[src/rtl/dvc_pkg.sv]
package dvc_pkg;
  typedef enum logic [1:0] {
    STEP_HOLD = 2'd0,
    STEP_UP   = 2'd1,
    STEP_DOWN = 2'd2
  } step_e;
endpackage

[src/rtl/dvc_therm2code.sv]
module dvc_therm2code #(
  parameter int TAPS   = 32,
  parameter int CODE_W = 5
) (
  input  logic [TAPS-1:0]   therm,
  output logic [CODE_W-1:0] code,
  output logic              bubble
);
  localparam int CNT_W = $clog2(TAPS + 1);
  localparam logic [CODE_W-1:0] CODE_MAX = '1;

  logic [CNT_W-1:0] run_len;
  logic [TAPS-2:0]  gap_hit;

  // Length of the unbroken run of ones starting at tap 0.
  always_comb begin
    logic live;
    live    = 1'b1;
    run_len = '0;
    for (int k = 0; k < TAPS; k++) begin
      if (live && therm[k]) run_len = run_len + 1'b1;
      else                  live    = 1'b0;
    end
  end

  always_comb begin
    if (run_len > CNT_W'(CODE_MAX)) code = CODE_MAX;
    else                            code = run_len[CODE_W-1:0];
  end

  // A zero followed by a one marks a broken thermometer pattern.
  for (genvar g = 0; g < TAPS - 1; g++) begin : g_gap
    assign gap_hit[g] = ~therm[g] & therm[g+1];
  end
  assign bubble = |gap_hit;
endmodule

[src/rtl/dvc_replica_seq.sv]
module dvc_replica_seq #(
  parameter int CODE_W = 5,
  parameter int CFG_W  = 6
) (
  input  logic              clk,
  input  logic              rst_n,
  input  logic              take,
  input  logic              ts_en,
  input  logic [CFG_W-1:0]  cfg_a,
  input  logic [CFG_W-1:0]  cfg_b,
  input  logic [CODE_W-1:0] code_in,
  output logic [CFG_W-1:0]  rep_cfg,
  output logic              decide,
  output logic [CODE_W-1:0] eff_code
);
  logic              second;
  logic [CODE_W-1:0] first_code;

  always_ff @(posedge clk or negedge rst_n) begin
    if (!rst_n) begin
      second     <= 1'b0;
      first_code <= '0;
    end else begin
      if (!ts_en)    second <= 1'b0;
      else if (take) second <= ~second;
      if (take && ts_en && !second) first_code <= code_in;
    end
  end

  assign rep_cfg = (ts_en && second) ? cfg_b : cfg_a;
  assign decide  = take && (!ts_en || second);

  always_comb begin
    if (ts_en && second && (first_code < code_in)) eff_code = first_code;
    else                                           eff_code = code_in;
  end
endmodule

[src/rtl/dvc_vstep.sv]
module dvc_vstep
  import dvc_pkg::*;
#(
  parameter int CODE_W = 5,
  parameter int VREQ_W = 8,
  parameter int VMAX   = 140,
  parameter int SET_W  = 8
) (
  input  logic              clk,
  input  logic              rst_n,
  input  logic              decide,
  input  logic [CODE_W-1:0] eff_code,
  input  logic [CODE_W-1:0] tgt_code,
  input  logic [SET_W-1:0]  settle_cycles,
  output logic [VREQ_W-1:0] vreq,
  output logic              v_ok,
  output logic [CODE_W-1:0] code_q,
  output logic              ready
);
  localparam logic [VREQ_W-1:0] TOP = VREQ_W'(VMAX);

  step_e             dir;
  logic [VREQ_W-1:0] nxt;
  logic [SET_W-1:0]  wait_cnt;

  always_comb begin
    if (eff_code < tgt_code)      dir = STEP_UP;
    else if (eff_code > tgt_code) dir = STEP_DOWN;
    else                          dir = STEP_HOLD;
  end

  always_comb begin
    nxt = vreq;
    unique case (dir)
      STEP_UP:   if (vreq < TOP)   nxt = vreq + 1'b1;
      STEP_DOWN: if (vreq != '0)   nxt = vreq - 1'b1;
      default:   nxt = vreq;
    endcase
  end

  always_ff @(posedge clk or negedge rst_n) begin
    if (!rst_n) begin
      vreq     <= TOP;
      v_ok     <= 1'b0;
      code_q   <= '0;
      wait_cnt <= '0;
    end else begin
      if (decide) begin
        vreq   <= nxt;
        v_ok   <= (eff_code >= tgt_code);
        code_q <= eff_code;
      end
      if (decide && (nxt != vreq)) wait_cnt <= settle_cycles;
      else if (wait_cnt != '0)     wait_cnt <= wait_cnt - 1'b1;
    end
  end

  assign ready = (wait_cnt == '0);
endmodule

[src/rtl/dly_vctl.sv]
module dly_vctl #(
  parameter int TAPS   = 32,
  parameter int CFG_W  = 6,
  parameter int VREQ_W = 8,
  parameter int VMAX   = 140,
  parameter int SET_W  = 8,
  localparam int CODE_W = $clog2(TAPS)
) (
  input  logic              clk,
  input  logic              rst_n,
  input  logic              samp_vld,
  output logic              samp_rdy,
  input  logic [TAPS-1:0]   samp_therm,
  input  logic [CODE_W-1:0] tgt_code,
  input  logic [SET_W-1:0]  settle_cycles,
  input  logic              ts_en,
  input  logic [CFG_W-1:0]  cfg_a,
  input  logic [CFG_W-1:0]  cfg_b,
  output logic [CFG_W-1:0]  rep_cfg,
  output logic [VREQ_W-1:0] vreq,
  output logic              v_ok,
  output logic              bubble_err,
  output logic [CODE_W-1:0] code_out
);
  logic              take;
  logic [CODE_W-1:0] raw_code;
  logic              raw_bub;
  logic              decide;
  logic [CODE_W-1:0] eff_code;

  assign take = samp_vld && samp_rdy;

  dvc_therm2code #(.TAPS(TAPS), .CODE_W(CODE_W)) u_conv (
    .therm  (samp_therm),
    .code   (raw_code),
    .bubble (raw_bub)
  );

  dvc_replica_seq #(.CODE_W(CODE_W), .CFG_W(CFG_W)) u_seq (
    .clk      (clk),
    .rst_n    (rst_n),
    .take     (take),
    .ts_en    (ts_en),
    .cfg_a    (cfg_a),
    .cfg_b    (cfg_b),
    .code_in  (raw_code),
    .rep_cfg  (rep_cfg),
    .decide   (decide),
    .eff_code (eff_code)
  );

  dvc_vstep #(.CODE_W(CODE_W), .VREQ_W(VREQ_W), .VMAX(VMAX), .SET_W(SET_W)) u_step (
    .clk           (clk),
    .rst_n         (rst_n),
    .decide        (decide),
    .eff_code      (eff_code),
    .tgt_code      (tgt_code),
    .settle_cycles (settle_cycles),
    .vreq          (vreq),
    .v_ok          (v_ok),
    .code_q        (code_out),
    .ready         (samp_rdy)
  );

  always_ff @(posedge clk or negedge rst_n) begin
    if (!rst_n)    bubble_err <= 1'b0;
    else if (take) bubble_err <= raw_bub;
  end
endmodule

[config.mk]
export PLATFORM = sky130hd
export DESIGN_NAME = dly_vctl
export DESIGN_NICKNAME = d
export VERILOG_FILES = /design/src/rtl/dvc_pkg.sv /design/src/rtl/dvc_therm2code.sv /design/src/rtl/dvc_replica_seq.sv /design/src/rtl/dvc_vstep.sv /design/src/rtl/dly_vctl.sv
export SDC_FILE = /design/constraint.sdc
export NUM_CORES = 1
export LEC_CHECK = 0
export BUFFER_PORTS_ARGS = -buffer_cell sky130_fd_sc_hd__buf_2
export CORE_MARGIN = 8
export CORE_UTILIZATION = 30
export CTS_CLUSTER_SIZE = 8
export DETAILED_ROUTE_END_ITERATION = 12
export PLACE_DENSITY = 0.56
export REMOVE_ABC_BUFFERS = 1
export SYNTH_ARGS = -nofsm -noshare
export SYNTH_HDL_FRONTEND = slang
export SYNTH_HIERARCHICAL = 1
export SYNTH_SLANG_ARGS = --single-unit
export TNS_END_PERCENT = 5
[constraint.sdc]
create_clock -name clk -period 4 [get_ports clk]
set_input_delay 0.4 -clock clk [delete_from_list [all_inputs] [get_ports clk]]
set_output_delay 0.4 -clock clk [all_outputs]
set_load 0.1 [all_outputs]
==> results of run 1 <==
[worst max-delay path: cells and delay by family]
kind / cells / cell delay [ns]
multiplexers: 12 / 2.36
AO/OA/AOI/OAI: 30 / 3.92
XOR/XNOR: 3 / 0.63
AND/OR/NAND/NOR: 29 / 2.54
adder cells (fa/ha/maj): 30 / 8.01
buffers and inverters: 4 / 0.21
[metrics by stage]
stage | hold WS, ns | area (µm²) | utilization
floorplan | 0.1044 | 5872 | -
finish | 0.1592 | 9427 | 0.4828
detailed placement | 0.4803 | 8611 | 0.4410
global route | 0.2132 | 9427 | 0.4828
CTS | 0.1797 | 9138 | 0.4680
global placement | 0.4812 | 8611 | 0.4410
[layout by cell type (no fill, tap or decap), drive strengths merged, types with 20 or more instances in the layout]
master	instances
nand3	42
mux2	25
and3	20
buf	360
xnor2	38
dfrtp	26
nand2	111
nor3	22
xor2	32
a21oi	40
mux2i	21
o21ai	64
nor2	84
inv	35
ha	42
[repair_timing]
item / in CTS / in global routing
pin swaps: 56 / 67
setup buffers: 10 / 2
gates cloned: 0 / 1
endpoints found under the setup margin: 27 / 27
hold buffers: 0 / 0
resized for setup: 71 / 59
[final cells by class]
class                           instances  area, µm²  area share
Tap cell                              265      331.6     0.03517
Clock inverter                          1      30.03    0.003186
Multi-Input combinational cell        721       5485      0.5819
Timing Repair Buffer                  361       2571      0.2728
Clock buffer                            7      142.6     0.01513
Sequential cell                        29      729.5     0.07738
Antenna cell                            1      2.502   0.0002655
Inverter                               35      133.9     0.01420
[registers in the layout, summed over array words and instances (netlist names)]
| signal | cells |
|---|---|
| u_step/code_q | 5 |
| u_seq/second | 1 |
| u_step/vreq | 8 |
| u_seq/first_code | 5 |
| u_step/v_ok | 1 |
| bubble_err | 1 |
| u_step/wait_cnt | 8 |
[power breakdown]
part	internal [µW]	leakage, µW	switching, µW
sequential	294	0.000365	0
clock	311	0.0000841	130
combinational	259	0.00384	259
[routing by layer]
metal / vias to the layer above / global-route usage
met5: - / 0
met4: 4 / 0.03309
met3: 22 / 0.01398
met2: 142 / 0.2710
met1: 3248 / 0.2094
li1: 3598 / -
[final timing paths]
path                                                 start  slack [ns]                             end
max reg2reg                u_seq/first_code[4]$_DFFE_PN0P_        0.85  u_step/wait_cnt[1]$_DFFE_PN0P_
min in group clk                          settle_cycles[3]        0.33  u_step/wait_cnt[3]$_DFFE_PN0P_
max                                          samp_therm[2]      -13.92  u_step/wait_cnt[1]$_DFFE_PN0P_
min                                                  rst_n        0.16  u_step/wait_cnt[1]$_DFFE_PN0P_
min reg2reg                   u_step/code_q[0]$_DFFE_PN0P_        0.51    u_step/code_q[0]$_DFFE_PN0P_
max in group asynchronous                            rst_n        3.41      u_step/vreq[1]$_DFFE_PN0P_
[kinds of logic (layout without fill, tap and decap cells)]
| logic type | Yosys count | in the layout |
|---|---|---|
| AO/OA/AOI/OAI | 190 | 190 |
| XOR/XNOR | 75 | 75 |
| adder cells (fa/ha/maj) | 42 | 42 |
| buffers and inverters | 61 | 404 |
| flip-flops | 29 | 29 |
| multiplexers | 46 | 46 |
| other | 0 | 1 |
| AND/OR/NAND/NOR | 368 | 368 |
==> summary.md, run 1 <==
| Metric | Value |
|---|---|
| Status | `complete, but fails checks` |
| Failing checks | `setup timing` |
| Worst-Margin Slew | `~0.67 ns` |
| DRT met1 WL | `just under 10000 µm` |
| Synth cell count leaders | `nand2_1, nor2_1, o21ai_0` |
| Post-Place Worst Slack | `-15.34 ns` |
| Pin count of the biggest net entering global routing | `30` |
| Total Routing Usage GR | `0.1574` |
| Multiplexer share of the synthesized area | `0.08531` |
| XOR/XNOR Fraction of Synth Area | `0.1496` |
| CORE AREA | `roughly 20000 µm²` |
| Most frequent cell after synthesis | `nand2_1` |
| Largest family of logic cells by synthesized area | `simple AND/OR/NAND/NOR gates` |
| Post-Synth Simple-Gate Area | `0.3066` |
| Worst skew pair latency | `~0.27 ns` |
| CP Launch Type | `primary input` |
| Synth Area in Compound Gates | `0.2063` |
| Final ANT Viol Nets | `0` |
| Placer Congestion | `just under 0.9` |
| Nets | `1256` |
| Pre-antenna DRT Iters | `5` |
| Setup slack after layout | `-13.92 ns` |
| Fill count | `1940` |
| Worst path slowest cell | `mux2_4` |
| Relative slew slack | `0.5565` |
| Max Used Layer | `met5` |
| Fmax | `around 0.056 GHz` |
| Pins Over Slew Limit | `0` |
| Adder-Cell Fraction of Synth Area | `0.08761` |
| WP data arrival | `approximately 18 ns` |
| RSZ-0062 raised after global routing | `yes` |
| Die H | `roughly 160 µm` |
| Synth Warn # | `6` |
| Initial core utilization | `0.3072` |
| H-tree Lvls | `2` |
| #FFs+latches synth | `29` |
| Clock buffer depth | `2` |
| Initial DRC Count | `~250` |
| Mapped cell area | `5998 µm²` |
| Power Dens Cells | `132.9 nW/µm²` |
| Post-DP HPWL | `between 15000 and 20000 µm` |
| Crit path largest cell delay | `about 0.36 ns` |
| Avg Inst Size Synth | `about 7.4 µm²` |
| Layout Skew | `between 0.002 and 0.0025 ns` |
| Num rows | `51` |
| Yosys top cell area share | `0.1085` |
| Register area share after synthesis | `0.1216` |
| DR WL met3 | `around 670 µm` |
| Most used cell, CP | `ha_1` |
| Setup violations, final | `27` |
| Grt total ovfl | `0` |
| Max-Cap Viols | `0` |
| Synth area leader | `dfrtp_1` |
| Static Leak | `~0.0043 µW` |
| FFs w/ async S/R, synth | `1.000` |
| Initial antenna violation count | `3` |
| Gate count after technology mapping | `slightly above 800` |
| Maximum fanout along the worst path | `5` |
| Hold Vio Cnt, Final | `0` |
| Post-synth top flop | `dfrtp_1` |
| CTS sink cnt | `29` |
| First-pass GRT wire length | `~33000 µm` |
| Crit path kind | `primary input to flop` |
| Vias in the first global route | `between 6000 and 7000` |
| Worst-path clk slew | `0.05 ns` |
| Finished Layout Cells | `1420` |
| Post-synth cell types | `88` |
| Share of layout cells above drive strength 1 | `0.4419` |
| Setup Total Neg Slack | `-356.56 ns` |
| Met2 routed WL | `9458 µm` |
| Final period util | `4.479` |
| Die W | `157.4 µm` |
| Via-per-instance ratio | `roughly 4.9` |
| Pwr Total | `approximately 1300 µW` |
| Fin crit period | `around 18 ns` |
| Inst Count DP | `about 1400` |
| Die area | `24770 µm²` |
| Synth top area cells | `dfrtp_1, ha_1, nand2_1` |
| Tightest Hold Check Type | `primary input to asynchronous set/reset pin` |
| DRC Markers | `0` |
| Post-synth EDFFs | `0` |
| Clock Root Buffer | `clkbuf_16` |
| Clock buffer count from CTS | `5` |
| WL final | `roughly 20000 µm` |
| WL/cell | `14.14 µm` |
| I/O pin cnt | `83` |
| Peak VDD IR | `between 0.0002 and 0.00025 V` |
| Register-to-Register Path Depth | `10` |
| Critical Path Sink Type | `flop` |
| CP Data Required Time | `roughly 4.2 ns` |
| I/O Buffers | `slightly above 80` |
| CTS tree | `yes` |
| Area added between synthesis and finish | `57.15%` |
| Vias | `7014` |
Note: power is estimated with default switching activity, not from simulation.
==> run 2, diff against run 1 <==
- CELL_PAD_IN_SITES_DETAIL_PLACEMENT: default -> 0
- CELL_PAD_IN_SITES_GLOBAL_PLACEMENT: default -> 2
- CORE_ASPECT_RATIO: default -> 1.2
- PLACE_DENSITY: 0.56 -> 0.83
==> summary.md, run 2 (synthesis results as in run 1) <==
| Metric | Value |
|---|---|
| Share of layout cells above drive strength 1 | `0.4161` |
| H-tree Lvls | `2` |
| Fmax | `0.05472 GHz` |
| Finished Layout Cells | `1417` |
| Initial core utilization | `0.3057` |
| Nets | `1258` |
| I/O Buffers | `between 80 and 90` |
| Final period util | `4.569` |
| Layout Skew | `0.003743 ns` |
| Power Dens Cells | `~130 nW/µm²` |
| Clock Root Buffer | `clkbuf_16` |
| Max-Cap Viols | `0` |
| Clock buffer depth | `2` |
| Vias in the first global route | `between 7000 and 8000` |
| Post-DP HPWL | `around 16000 µm` |
| WL final | `slightly below 20000 µm` |
| Fill count | `approximately 2100` |
| Setup slack after layout | `-14.27 ns` |
| CP Launch Type | `primary input` |
| Pin count of the biggest net entering global routing | `30` |
| Vias | `about 7000` |
| Via-per-instance ratio | `between 4 and 5` |
| WP data arrival | `~18 ns` |
| Placer Congestion | `0.8541` |
| Fin crit period | `roughly 18 ns` |
| Crit path kind | `primary input to flop` |
| Critical Path Sink Type | `flop` |
| RSZ-0062 raised after global routing | `yes` |
| Worst-Margin Slew | `just under 0.7 ns` |
| CP Data Required Time | `4.16 ns` |
| Die area | `about 25000 µm²` |
| Area added between synthesis and finish | `52.29%` |
| Initial DRC Count | `roughly 290` |
| Die W | `between 100 and 150 µm` |
| Tightest Hold Check Type | `primary input to asynchronous set/reset pin` |
| N_diodes | `0` |
| CTS tree | `yes` |
| Inst Count DP | `1396` |
| Crit path largest cell delay | `roughly 0.35 ns` |
| Worst path bufs/invs | `5` |
| Hold Vio Cnt, Final | `0` |
| First-pass GRT wire length | `roughly 32000 µm` |
| Setup violations, final | `27` |
| CORE AREA | `just under 20000 µm²` |
| Total Routing Usage GR | `0.1517` |
| Most common cell after layout, fill and taps aside | `buf_4` |
| Initial antenna violation count | `0` |
| I/O pin cnt | `83` |
| Pins Over Slew Limit | `0` |
| Most frequent cells in the layout | `buf_4, nand2_1, buf_2, nor2_1, o21ai_0` |
| Static Leak | `about 0.0043 µW` |
| Worst skew pair latency | `between 0.2 and 0.3 ns` |
| Die H | `170.9 µm` |
| Top Registers | `u_step/vreq x8, u_step/wait_cnt x8` |
| Hold_ws | `between 0.15 and 0.2 ns` |
| DRC Markers | `0` |
| Pre-antenna DRT Iters | `4` |
| Worst path slowest cell | `mux2_2` |
| Delay-heaviest family, CP | `adder cells` |
| Status | `complete, but fails checks` |
| WL/cell | `around 14 µm` |
| Relative slew slack | `0.5464` |
| Failing checks | `setup timing` |
| Clock buffer count from CTS | `5` |
| Num rows | `between 50 and 60` |
| Final ANT Viol Nets | `0` |
| Worst-path clk slew | `0.05 ns` |
| Peak VDD IR | `~0.00021 V` |
| Grt total ovfl | `0` |
| Maximum fanout along the worst path | `5` |
| CTS sink cnt | `29` |
| Most used cell, CP | `ha_1` |
-- run 2: per-stage QoR --
step	instance area [µm²]	worst slack, ns	util	total power, µW	setup TNS, ns
2_1_floorplan	5872	-14.90	-	506.0	-377.63
3_3_place_gp	8633	-14.81	0.4401	746.1	-380.58
3_5_place_dp	8633	-15.22	0.4401	749.5	-391.19
4_1_cts	9016	-14.15	0.4596	1175	-363.41
5_1_grt	9135	-15.49	0.4656	1248	-398.41
6_report	9135	-14.27	0.4656	1182	-365.45
-- run 2: per-layer routing --
layer	wire, µm	track usage
met4	323	0.03218
met1	8276	0.1730
met3	504	0.01374
met2	10280	0.2996
met5	0	0
-- run 2: repair_timing --
item | 4_1_cts | 5_1_grt
hold buffers | 0 | 0
buffers inserted | 10 | 3
setup endpoints to repair | 27 | 27
gates resized for setup | 43 | 25
pin swaps | 25 | 14
-- run 2: layout make-up --
type,count,area [µm²],share of cell area
Multi-Input combinational cell,721,5243,0.5739
Timing Repair Buffer,363,2547,0.2789
Sequential cell,29,729.5,0.07985
Tap cell,261,326.6,0.03575
Clock buffer,7,152.6,0.01671
Inverter,35,131.4,0.01438
Clock inverter,1,5.005,0.0005479
-- run 2: path summary, 6_finish.rpt --
path                       cells after the start                               to                             from  slack (ns)
max                                          108   u_step/wait_cnt[1]$_DFFE_PN0P_                    samp_therm[0]      -14.27
min                                            1   u_step/wait_cnt[5]$_DFFE_PN0P_                            rst_n        0.16
max reg2reg                                   12   u_step/wait_cnt[1]$_DFFE_PN0P_  u_seq/first_code[4]$_DFFE_PN0P_        0.73
min reg2reg                                    1     u_step/code_q[1]$_DFFE_PN0P_     u_step/code_q[1]$_DFFE_PN0P_        0.50
max in group asynchronous                      1  u_seq/first_code[0]$_DFFE_PN0P_                            rst_n        3.39
min in group clk                               3   u_step/wait_cnt[4]$_DFFE_PN0P_                 settle_cycles[4]        0.33
-- run 2: power breakdown --
part           total (µW)  internal, µW  switching [µW]
sequential            294           294               0
combinational         493           247             246
clock                 395           263             132
total                1180           804             378
==> run 3, diff against run 2 <==
- PLACE_DENSITY: 0.83 -> 0.77
==> summary.md, run 3 (synthesis results as in run 1) <==
| Metric | Value |
|---|---|
| Status | `complete, but fails checks` |
| Failing checks | `setup timing` |
| Worst path slowest cell | `xnor3_2` |
| CP Data Required Time | `approximately 4.2 ns` |
| Die area | `around 25000 µm²` |
| Placer Congestion | `roughly 0.84` |
| Routing usage on met2 | `0.2998` |
| Via-per-instance ratio | `just under 5` |
| Setup violations, final | `27` |
| Clock Root Buffer | `clkbuf_16` |
| Peak VDD IR | `~0.00018 V` |
| Worst r2r src | `u_seq/first_code[2]$_DFFE_PN0P_` |
| Maximum fanout along the worst path | `5` |
| Power Dens Cells | `~130 nW/µm²` |
| WL/cell | `~14 µm` |
| Die W | `145.1 µm` |
| Vias in the first global route | `between 7000 and 8000` |
| N_diodes | `0` |
| Most frequent cells in the layout | `buf_4, nand2_1, buf_2, nor2_1, nand3_1` |
| Clock buffer count from CTS | `5` |
| Worst skew pair latency | `about 0.27 ns` |
| First-pass GRT wire length | `about 33000 µm` |
| Max-Cap Viols | `0` |
| Worst-path clk slew | `roughly 0.050 ns` |
| RSZ-0062 raised after global routing | `yes` |
| Worst-Margin Slew | `around 0.69 ns` |
| Reg-to-Reg End | `u_step/vreq[6]$_DFFE_PN0P_` |
| Met3 GRT Util | `0.01586` |
| DRC Markers | `0` |
| Pins Over Slew Limit | `0` |
| Initial antenna violation count | `0` |
| Area added between synthesis and finish | `59.57%` |
| Vias | `between 7000 and 8000` |
| Final ANT Viol Nets | `0` |
| CORE AREA | `19620 µm²` |
| Tightest Hold Check Type | `primary input to asynchronous set/reset pin` |
| CTS tree | `yes` |
| Pin count of the biggest net entering global routing | `30` |
| Most common cell after layout, fill and taps aside | `buf_4` |
| Initial core utilization | `0.3057` |
| Critical Path Sink Type | `flop` |
| Pre-antenna DRT Iters | `4` |
| CP Launch Type | `primary input` |
| Post-DP HPWL | `approximately 16000 µm` |
| I/O pin cnt | `83` |
| Setup slack after layout | `-14.16 ns` |
| Setup Total Neg Slack | `-363.98 ns` |
| R2r setup slk | `0.88 ns` |
| Fill count | `between 1500 and 2000` |
| H-tree Lvls | `2` |
| Most used cell, CP | `ha_1` |
| Fin crit period | `approximately 18 ns` |
| WP data arrival | `between 15 and 20 ns` |
| Grt total ovfl | `0` |
| Num rows | `56` |
| Share of layout cells above drive strength 1 | `0.4518` |
| Crit path largest cell delay | `about 0.34 ns` |
| Cts hold-fix bufs | `0` |
| Final period util | `4.539` |
| Area after DPL | `roughly 8600 µm²` |
| Final Cell Area | `9572 µm²` |
| Crit path kind | `primary input to flop` |
| Final core utilization | `0.4879` |
| Register-to-Register Path Depth | `15` |
| CTS sink cnt | `29` |
| Hold_ws | `between 0.15 and 0.2 ns` |
| Total Routing Usage GR | `0.1544` |
| WL final | `~20000 µm` |
| Static Leak | `approximately 0.0044 µW` |
| Die H | `170.9 µm` |
| Nets | `approximately 1300` |
| Layout Skew | `~0.0034 ns` |
| Clock buffer depth | `2` |
| Fmax | `around 0.055 GHz` |
| Relative slew slack | `0.5378` |
| Initial DRC Count | `246` |
| I/O Buffers | `82` |
| Top Registers | `u_step/vreq x8, u_step/wait_cnt x8` |
| Met1 usage | `0.1786` |
| Busiest grt layer | `met2` |
| Hold Vio Cnt, Final | `0` |
==> run 3: cell count changes in the layout (fill, tap and decap cells not counted), moves of 5 or more <==
cell | before | now
ha_1 | 39 | 28
o21ai_1 | 14 | 19
mux2_4 | 4 | 12
buf_4 | 276 | 287
o21ai_0 | 42 | 36
nand2_2 | 6 | 13
inv_2 | 0 | 5
mux2_2 | 21 | 13
ha_4 | 2 | 13
nand2_1 | 104 | 97
inv_1 | 35 | 29
buf_6 | 4 | 11
==> run 3: where the power goes <==
group / internal [µW] / leakage (µW) / switching, µW
Sequential: 294 / 0.000365 / 0
Clock: 311 / 0.0000841 / 128
Combinational: 279 / 0.00392 / 261
Total: 884 / 0.00437 / 389
==> run 3: what timing repair did <==
| action | 4_1_cts | 5_1_grt |
|---|---|---|
| cloned | 0 | 1 |
| hold endpoints to repair | 0 | 0 |
| pin swaps | 48 | 102 |
| gates resized for setup | 42 | 96 |
| setup buffers | 18 | 9 |
| setup endpoints to repair | 27 | 27 |
==> run 3: through the flow <==
stage | power, µW | worst slack, ns | std cells
2_1_floorplan | 506.0 | -14.90 | 785
3_3_place_gp | 752.1 | -14.90 | 1396
3_5_place_dp | 753.1 | -15.37 | 1396
4_1_cts | 1230 | -14.37 | 1422
5_1_grt | 1347 | -15.21 | 1432
6_report | 1273 | -14.16 | 1432
==> run 3: final cells by class <==
class | instances | area, µm² | area share
Multi-Input combinational cell | 721 | 5520 | 0.5767
Clock buffer | 7 | 142.6 | 0.01490
Inverter | 35 | 133.9 | 0.01399
Tap cell | 261 | 326.6 | 0.03412
Timing Repair Buffer | 378 | 2689 | 0.2809
Sequential cell | 29 | 729.5 | 0.07621
Clock inverter | 1 | 30.03 | 0.003137
==> run 3: per-layer routing <==
metal	share of wire	vias to the layer above
li1	-	3628
met1	0.43	3300
met2	0.53	99
met3	0.023	22
met4	0.018	0
met5	0	-
==> run 3: worst max path at each step <==
stage / slack (ns) / from / cells past startpoint / to
global placement: -14.90 / samp_therm[1] / 107 / u_step/vreq[4]$_DFFE_PN0P_
CTS: -14.37 / samp_therm[0] / 110 / u_step/vreq[6]$_DFFE_PN0P_
floorplan: -14.90 / samp_therm[2] / 106 / u_step/wait_cnt[1]$_DFFE_PN0P_
global route: -15.21 / samp_therm[2] / 111 / u_step/vreq[7]$_DFFE_PN1P_
finish: -14.16 / samp_therm[2] / 113 / u_step/vreq[6]$_DFFE_PN0P_
detailed placement: -15.37 / samp_therm[2] / 108 / u_step/vreq[4]$_DFFE_PN0P_
==> run 3: worst max-delay path: cells and delay by family <==
kind | cells | cell delay (ns)
buffers and inverters | 8 | 0.78
adder cells (fa/ha/maj) | 30 | 8.12
XOR/XNOR | 3 | 0.60
multiplexers | 11 | 2.15
AND/OR/NAND/NOR | 29 | 2.32
AO/OA/AOI/OAI | 32 | 3.93
